<file path="src/rtl/pec_guard_pkg.sv">
package pec_guard_pkg;
  localparam int BYTE_W = 8;
  localparam int POS_W  = 3;

  typedef logic [BYTE_W-1:0] byte_t;

  // Positions within a write, counted from the address byte
  localparam logic [POS_W-1:0] POS_ADDR = 3'd0;
  localparam logic [POS_W-1:0] POS_REG  = 3'd1;
  localparam logic [POS_W-1:0] POS_DATA = 3'd2;
  localparam logic [POS_W-1:0] POS_CHK  = 3'd3;

  function automatic byte_t crc_fold(input byte_t crc, input byte_t b, input byte_t poly);
    byte_t c;
    c = crc;
    for (int i = BYTE_W - 1; i >= 0; i--) begin
      if (c[BYTE_W-1] ^ b[i]) c = {c[BYTE_W-2:0], 1'b0} ^ poly;
      else                    c = {c[BYTE_W-2:0], 1'b0};
    end
    return c;
  endfunction
endpackage

</file>
<file path="src/rtl/pec_crc_acc.sv">
module pec_crc_acc
  import pec_guard_pkg::*;
#(
  parameter byte_t POLY = 8'h07,
  parameter byte_t INIT = 8'h00
) (
  input  logic  clk,
  input  logic  rst,
  input  logic  clr,
  input  logic  fold,
  input  byte_t din,
  output byte_t crc_q
);
  always_ff @(posedge clk) begin
    if (rst || clr)  crc_q <= INIT;
    else if (fold)   crc_q <= crc_fold(crc_q, din, POLY);
  end


  clr_init_chk: assert property (@(posedge clk) disable iff (rst) clr |=> (crc_q == INIT));
endmodule

</file>
<file path="src/rtl/pec_frame_track.sv">
module pec_frame_track
  import pec_guard_pkg::*;
(
  input  logic             clk,
  input  logic             rst,
  input  logic             restart,
  input  logic             stop,
  input  logic             byte_v,
  input  logic             byte_dir,
  input  byte_t            byte_d,
  output logic [POS_W-1:0] pos,
  output logic             wr_mode,
  output logic             rd_mode,
  output logic             have_data,
  output byte_t            stg_reg,
  output byte_t            stg_data
);
  localparam logic [POS_W-1:0] POS_SAT = '1;

  logic rx;
  assign rx = byte_v && !byte_dir;

  always_ff @(posedge clk) begin
    if (rst) begin
      pos       <= '0;
      wr_mode   <= 1'b0;
      rd_mode   <= 1'b0;
      have_data <= 1'b0;
      stg_reg   <= '0;
      stg_data  <= '0;
    end else if (restart || stop) begin
      pos       <= '0;
      wr_mode   <= 1'b0;
      rd_mode   <= 1'b0;
      have_data <= 1'b0;
    end else if (byte_v) begin
      if (pos != POS_SAT) pos <= pos + 1'b1;
      if (rx && pos == POS_ADDR) begin
        wr_mode <= ~byte_d[0];
        rd_mode <= byte_d[0];
      end
      if (rx && wr_mode && pos == POS_REG) stg_reg <= byte_d;
      if (rx && wr_mode && pos == POS_DATA) begin
        stg_data  <= byte_d;
        have_data <= 1'b1;
      end
    end
  end


  mode_excl_chk: assert property (@(posedge clk) disable iff (rst) !(wr_mode && rd_mode));

  restart_drop_chk: assert property (@(posedge clk) disable iff (rst) restart |=> !have_data);
endmodule

</file>
<file path="src/rtl/pec_policy.sv">
module pec_policy
  import pec_guard_pkg::*;
(
  input  logic             clk,
  input  logic             rst,
  input  logic             cfg_en,
  input  logic             cfg_req,
  input  logic             cfg_irq_en,
  input  logic             irq_clr,
  input  logic             restart,
  input  logic             stop,
  input  logic             byte_v,
  input  logic             byte_dir,
  input  byte_t            byte_d,
  input  logic [POS_W-1:0] pos,
  input  logic             wr_mode,
  input  logic             have_data,
  input  byte_t            crc_q,
  input  byte_t            stg_reg,
  input  byte_t            stg_data,
  output logic             ack_vld,
  output logic             ack,
  output logic             commit,
  output byte_t            commit_reg,
  output byte_t            commit_data,
  output logic             irq_n
);
  logic chk_seen, chk_bad;
  logic rx, is_chk, is_extra, chk_mis, nack;
  logic decide, accept, reject, irq_set;

  assign rx       = byte_v && !byte_dir;
  assign is_chk   = wr_mode && cfg_en && (pos == POS_CHK);
  assign is_extra = wr_mode && ((pos > POS_CHK) || ((pos == POS_CHK) && !cfg_en));
  assign chk_mis  = byte_d != crc_q;
  assign nack     = is_extra || (is_chk && chk_mis);

  assign decide = stop && wr_mode && have_data;
  always_comb begin
    accept = 1'b0;
    if (decide) begin
      if (!cfg_en)       accept = 1'b1;
      else if (chk_seen) accept = !chk_bad;
      else               accept = !cfg_req;
    end
  end
  assign reject  = decide && !accept;
  assign irq_set = reject && cfg_en && cfg_req && cfg_irq_en;

  always_ff @(posedge clk) begin
    if (rst) begin
      chk_seen    <= 1'b0;
      chk_bad     <= 1'b0;
      ack_vld     <= 1'b0;
      ack         <= 1'b0;
      commit      <= 1'b0;
      commit_reg  <= '0;
      commit_data <= '0;
      irq_n       <= 1'b1;
    end else begin
      ack_vld <= rx;
      ack     <= rx && !nack;
      commit  <= accept;
      if (accept) begin
        commit_reg  <= stg_reg;
        commit_data <= stg_data;
      end
      if (restart || stop) begin
        chk_seen <= 1'b0;
        chk_bad  <= 1'b0;
      end else if (rx && is_chk) begin
        chk_seen <= 1'b1;
        chk_bad  <= chk_mis;
      end
      if (irq_set)      irq_n <= 1'b0;
      else if (irq_clr) irq_n <= 1'b1;
    end
  end


  ack_src_chk: assert property (@(posedge clk) disable iff (rst) ack_vld |-> $past(byte_v && !byte_dir));

  commit_pulse_chk: assert property (@(posedge clk) disable iff (rst) commit |=> !commit);

  commit_stop_chk: assert property (@(posedge clk) disable iff (rst) commit |-> $past(stop));

  irq_hold_chk: assert property (@(posedge clk) disable iff (rst) (!irq_n && !irq_clr) |=> !irq_n);

  irq_cause_chk: assert property (@(posedge clk) disable iff (rst)
    $fell(irq_n) |-> $past(cfg_en && cfg_req && cfg_irq_en && stop));
endmodule

</file>
<file path="src/rtl/pec_guard.sv">
module pec_guard
  import pec_guard_pkg::*;
#(
  parameter logic [7:0] CRC_POLY = 8'h07,
  parameter logic [7:0] CRC_INIT = 8'h00
) (
  input  logic       clk,
  input  logic       rst,
  input  logic       cfg_en,
  input  logic       cfg_req,
  input  logic       cfg_irq_en,
  input  logic       irq_clr,
  input  logic       ev_start,
  input  logic       ev_rstart,
  input  logic       ev_stop,
  input  logic       ev_byte,
  input  logic       ev_dir,
  input  logic [7:0] ev_data,
  output logic       ack_vld,
  output logic       ack,
  output logic       commit,
  output logic [7:0] commit_reg,
  output logic [7:0] commit_data,
  output logic [7:0] pec_byte,
  output logic       pec_append,
  output logic       irq_n
);
  logic             rs_q, stop_q, byte_q, restart;
  logic [POS_W-1:0] pos;
  logic             wr_mode, rd_mode, have_data;
  byte_t            stg_reg, stg_data, crc_q;

  // Event priority: START > repeated START > STOP > byte
  assign rs_q    = ev_rstart && !ev_start;
  assign stop_q  = ev_stop && !ev_start && !ev_rstart;
  assign byte_q  = ev_byte && !ev_start && !ev_rstart && !ev_stop;
  assign restart = ev_start || rs_q;

  pec_crc_acc #(.POLY(CRC_POLY), .INIT(CRC_INIT)) u_crc (
    .clk(clk), .rst(rst), .clr(ev_start), .fold(byte_q), .din(ev_data), .crc_q(crc_q)
  );

  pec_frame_track u_track (
    .clk(clk), .rst(rst), .restart(restart), .stop(stop_q),
    .byte_v(byte_q), .byte_dir(ev_dir), .byte_d(ev_data),
    .pos(pos), .wr_mode(wr_mode), .rd_mode(rd_mode), .have_data(have_data),
    .stg_reg(stg_reg), .stg_data(stg_data)
  );

  pec_policy u_policy (
    .clk(clk), .rst(rst), .cfg_en(cfg_en), .cfg_req(cfg_req), .cfg_irq_en(cfg_irq_en),
    .irq_clr(irq_clr), .restart(restart), .stop(stop_q),
    .byte_v(byte_q), .byte_dir(ev_dir), .byte_d(ev_data),
    .pos(pos), .wr_mode(wr_mode), .have_data(have_data), .crc_q(crc_q),
    .stg_reg(stg_reg), .stg_data(stg_data),
    .ack_vld(ack_vld), .ack(ack), .commit(commit),
    .commit_reg(commit_reg), .commit_data(commit_data), .irq_n(irq_n)
  );

  always_ff @(posedge clk) begin
    if (rst) pec_append <= 1'b0;
    else     pec_append <= cfg_en && rd_mode;
  end
  assign pec_byte = crc_q;


  append_en_chk: assert property (@(posedge clk) disable iff (rst) pec_append |-> $past(cfg_en));
endmodule

</file>
<file path="config.mk">
export PLATFORM = sky130hd
export DESIGN_NAME = pec_guard
export DESIGN_NICKNAME = d
export VERILOG_FILES = /design/src/rtl/pec_guard_pkg.sv /design/src/rtl/pec_crc_acc.sv /design/src/rtl/pec_frame_track.sv /design/src/rtl/pec_policy.sv /design/src/rtl/pec_guard.sv
export SDC_FILE = /design/constraint.sdc
export NUM_CORES = 1
export LEC_CHECK = 0
export CAP_MARGIN = 15
export CORE_UTILIZATION = 34
export CTS_CLUSTER_DIAMETER = 150
export CTS_CLUSTER_SIZE = 12
export DETAILED_ROUTE_END_ITERATION = 8
export PLACE_DENSITY = 0.59
export SLEW_MARGIN = 20
export SYNTH_ARGS = -nofsm -noshare
export SYNTH_HDL_FRONTEND = slang
export SYNTH_SLANG_ARGS = --single-unit
</file>
<file path="constraint.sdc">
create_clock -name clk -period 4.16 [get_ports clk]
set_input_delay 0.832 -clock clk [delete_from_list [all_inputs] [get_ports clk]]
set_output_delay 0.832 -clock clk [all_outputs]
set_load 0.005 [all_outputs]
</file>
# [Yosys cells after proc, flatten, opt, wreduce, memory -nomap -nowiden]
# Cells that the tools add are included.
[classes] add_sub_neg=1 magnitude_cmp=1 eq_ne=5 mux=27 bitwise=18 reduce_logical=47
[ops] cell="$mux W8" n=14
[ops] cell="$logic_and A1 B1 Y1" n=25
[ops] cell="$mux W3" n=8
[ops] cell="$not A3 Y3" n=8
[ops] cell="$logic_not A1 Y1" n=9
[ops] cell="$ne A8 B8 Y1" n=1
[ops] cell="$xor A1 B1 Y1" n=8
[ops] cell="$eq A3 B2 Y1 const B" n=2
[ops] cell="$reduce_and A2 Y1" n=3
[ops] cell="$reduce_and A3 Y1" n=2
[ops] cell="$logic_or A1 B1 Y1" n=5
[ops] cell="$mux W1" n=5
[ops] cell="$add A3 B1 Y3 const B" n=1
[ops] cell="$eq A3 B1 Y1 const B" n=1
[ops] cell="$gt A3 B2 Y1 const B" n=1
[ops] cell="$logic_not A3 Y1" n=1
[ops] cell="$ne A3 B3 Y1 const B" n=1
[ops] cell="$not A1 Y1" n=2
[ops] cell="$reduce_bool A2 Y1" n=1
[ops] cell="$reduce_or A2 Y1" n=1
[totals] register_bits=53 out_inout_bits=29 wordCells=115

# [Longest topological paths before layout]
[logic_depth] ltp_word=32 mapped_depth=6 ltp_nobuf=6

# [Modules after synthesis]
# From an unflattened synthesis, not the netlist that was laid out.
[hier_totals] cells_unflattened=247 area_unflattened_um2=2566.2
[by_module_without_submodules] mod="pec_frame_track" instances=1 cells_per_inst=96 area_each_um2=1001.0
[by_module_without_submodules] mod="pec_policy" instances=1 cells_per_inst=90 area_each_um2=917.1
[by_module_without_submodules] mod="pec_crc_acc" instances=1 cells_per_inst=56 area_each_um2=590.6
[by_module_without_submodules] mod="pec_guard" instances=1 cells_per_inst=5 area_each_um2=57.6

# [Worst setup path before layout]
# No wires, ideal clock.
[synth_timing] kind="input to register" startpoint="input port ev_rstart" endpoint="register u_policy.chk_bad" setup_ns=0.124 arrival_ns=2.066 required_time_ns=4.036 slack_ns=1.970 path_stages=5 path_buffers=1 path_cell_list="or4b_1 > clkbuf_1 > nor4b_2 > mux2i_1 > nor2_1"
[synth_via] elab_chain_cells=5
[synth_rtl] element="from (decl)" line="pec_guard.sv:14" rtl="input logic ev_rstart,"
[synth_rtl] element="$logic_not A1 Y1" line="pec_guard.sv:35, pec_guard.sv:36"
[synth_rtl] element="$logic_and A1 B1 Y1 (2 in series)" line="pec_guard.sv:36" rtl="assign byte_q = ev_byte && !ev_start && !ev_rstart && !ev_stop;"
[synth_rtl] element="$logic_and A1 B1 Y1" line="pec_policy.sv:32" rtl="assign rx = byte_v && !byte_dir;"
[synth_rtl] element="$logic_and A1 B1 Y1" line="pec_policy.sv:71" rtl="end else if (rx && is_chk) begin"
[synth_rtl] element="to (signal assigned)" line="pec_policy.sv:73" rtl="chk_bad <= chk_mis;"
[synth_rtl] element="to (decl)" line="pec_policy.sv:28" rtl="logic chk_seen, chk_bad;"
# Parallel ways exist; a longest one is shown, timed or not.
# A chain may end at the register's enable or synchronous reset.

# [Worst setup path in the final report]
[layout_timing] startpoint="input port ev_start" endpoint="register u_policy.chk_bad"
[layout_via] elab_chain_cells=6
[layout_rtl] element="from (decl)" line="pec_guard.sv:13" rtl="input logic ev_start,"
[layout_rtl] element="$logic_not A1 Y1" line="pec_guard.sv:34, pec_guard.sv:35, pec_guard.sv:36"
[layout_rtl] element="$logic_and A1 B1 Y1 (3 in series)" line="pec_guard.sv:36"
[layout_rtl] element="$logic_and A1 B1 Y1" line="pec_policy.sv:32"
[layout_rtl] element="$logic_and A1 B1 Y1" line="pec_policy.sv:71"
# Parallel ways exist; a longest one is shown, timed or not.

==> metrics <==
footprint of the multi-input gates=1226 um^2; status=complete, but fails checks; largest delay contributor family on the critical path=simple AND/OR/NAND/NOR gates; share of the synthesized area in the top cell type=0.4489; post-route ant nets=0; area delta synth->final=25.89%; PD cells=295.0 nW/um^2; Static Leak=0.001178 uW; RSZ-0062 raised after global routing=no; synth warn=0; Mean Syn Cell Area=9.973 um^2; final global-route overflow total=0; Syn Nets=265; CTS Buf Count=5; failing checks=DRC; Crit Path Category=in2reg; slew margin rel.=0.3893; Placed Instance Area=2888 um^2; CP startpoint kind=input pin; post-cts resize count=0; Req. time, crit path=4.35 ns; crit-path cells=clkdlybuf4s50_1, or4b_1, nor4b_2, mux2i_1, nor2_1; final core occ=0.4404; vias in the first global route=1539; routability congestion estimate from global placement=0.8270; WP buf/inv=1; initial detailed-routing violation count=101; Worst Tran Pin Value=0.9160 ns; clock buffer depth=2; Port Buf Inserts=47; count of final max-slew check failures=0; register area=1061 um^2; Hold-fix buffers, CTS=0; CP Data Arrival Time=2.80 ns; Placeable Area=6756 um^2; Yosys reg bits=53; postcts setup bufs=0; first-pass GRT wire length=7810 um; hold crit path type=reg2reg; Routed WL=4759 um; Largest stage delay, worst path=0.81 ns; setup violators final=0; Worst Skew=0.005710 ns; post-route cell area=2975 um^2; Max-Cap Viols=0; number of diodes=0; starting density of the core=0.3498; gr usage total=0.1379; final hold viol count=0; Crit. End Element=flip-flop; max reg flops=9; largest net degree at the start of global routing=39; worst-path fanout max=17; DRT Pass-1 Iters=6; fmax=382.0 MHz; NumNets Final=307; die height=85.38 um; hpwl dp=3396 um; I/O Pins=48; clk sinks=53; Netlist cell types=32; CTS tree=built; Via density=4.769; Clock transition at path regs=0.10 ns; die width=85.38 um; worst vdd ir=0.1849 mV; antenna violations before repair=0; vias=1717; Area contributors post-synth=dfxtp_1, mux2i_1, nor2_1, ha_1, xnor3_1; Mapped Cells=237; DIE AREA=7289 um^2; Final min period=2.618 ns; Yosys top cell by area=dfxtp_1; register area share after synthesis=0.4489; share of layout cells above drive strength 1=0.05000; Std-Cell Rows=30; number of fillers in the final layout=658; cell area after synthesis=2364 um^2; setup TNS=0 ns; slowest CP cell=or4b_1; H-tree depth=2; Clock Tree Root=clkbuf_8; WL per Instance=13.22 um; clock latency on the worst-skew pair=0.30 ns; period utilization=0.6292; # DRC=2
-- Yosys cell counts, drive strengths merged --
master	number
dfxtp	53
nor2	48
mux2i	34
nand2	11
a21oi	10
ha	9
clkbuf	8
o21ai	7
or3	7
xnor2	7
inv	6
buf	5
xnor3	5
or2	4
nand3	3
xor2	3
and4	2
nand3b	2
nor4b	2
xor3	2
a211o	1
a211oi	1
mux2	1
nand2b	1
nor3	1
o2111ai	1
o21a	1
o22ai	1
or4b	1
-- cell families after synthesis --
family	Yosys count	share of synthesized area
buf+inv	19	0.03229
compound gates	22	0.05241
flops	53	0.4489
xor+xnor	17	0.1053
simple gates	82	0.1646
fa+ha+maj	9	0.04765
mux	35	0.1488
-- report_power, final --
group / switching (uW) / internal (uW)
Sequential: 1.21 / 508
Clock: 168 / 119
Combinational: 35.9 / 45.3
Total: 205 / 672
-- cells in the final DEF (no fill, tap or decap), types with 2 or more instances in the layout --
master and instances:
o21ai_0 7, nand3b_1 2, inv_1 6, xor2_1 3
ha_1 9, or3_1 7, clkbuf_8 5, clkinvlp_4 2
dfxtp_1 53, nor2_1 48, nand3_1 3, or2_1 2
xnor2_1 7, nand2_1 11, clkdlybuf4s50_1 47, nor4b_2 2
a21oi_1 10, and4_1 2, xnor3_1 5, mux2i_1 34
or2_2 2
-- worst register-to-register path, cell delays in order (launching register included) --
cell and delay [ns]:
dfxtp_1 0.38, mux2_2 0.34, a211o_1 0.65, mux2i_1 0.28, nor2_1 0.05
-- metal layers --
metal	vias up	wire length, um	GRT usage
met5	-	0	0
met4	0	37	0.03485
met3	2	143	0.03405
met2	30	2160	0.2141
met1	802	2418	0.1924
li1	883	-	-
-- final timing paths --
path	start	end	slack, ns	depth (start not counted)
worst min-delay path	u_track.rd_mode	pec_append	0.45	2
worst min register to register	u_track.rd_mode	pec_append	0.45	2
worst max register to register	u_policy.chk_seen	u_policy.commit_data[4]	2.35	4
worst max-delay path	ev_start	u_policy.chk_bad	1.54	5
-- layout make-up --
| cell class | instances | area share |
|---|---|---|
| tap | 80 | 0.03364 |
| timing repair buffer | 48 | 0.1606 |
| clock inverter | 2 | 0.005046 |
| multi-input combinational | 165 | 0.4121 |
| sequential | 53 | 0.3566 |
| clock buffer | 6 | 0.02439 |
| inverter | 6 | 0.007569 |
-- stage by stage --
stage	hold slack, ns	cells	worst slack, ns	total power (uW)
6_report	0.4470	360	1.542	877.8
5_1_grt	0.4890	360	1.372	916.7
4_1_cts	0.4466	360	1.544	888.7
3_5_place_dp	0.4320	352	1.225	602.9
3_3_place_gp	0.4282	352	1.245	602.8
2_1_floorplan	0.4093	237	1.970	568.7
(Power assumes the default switching activity.)
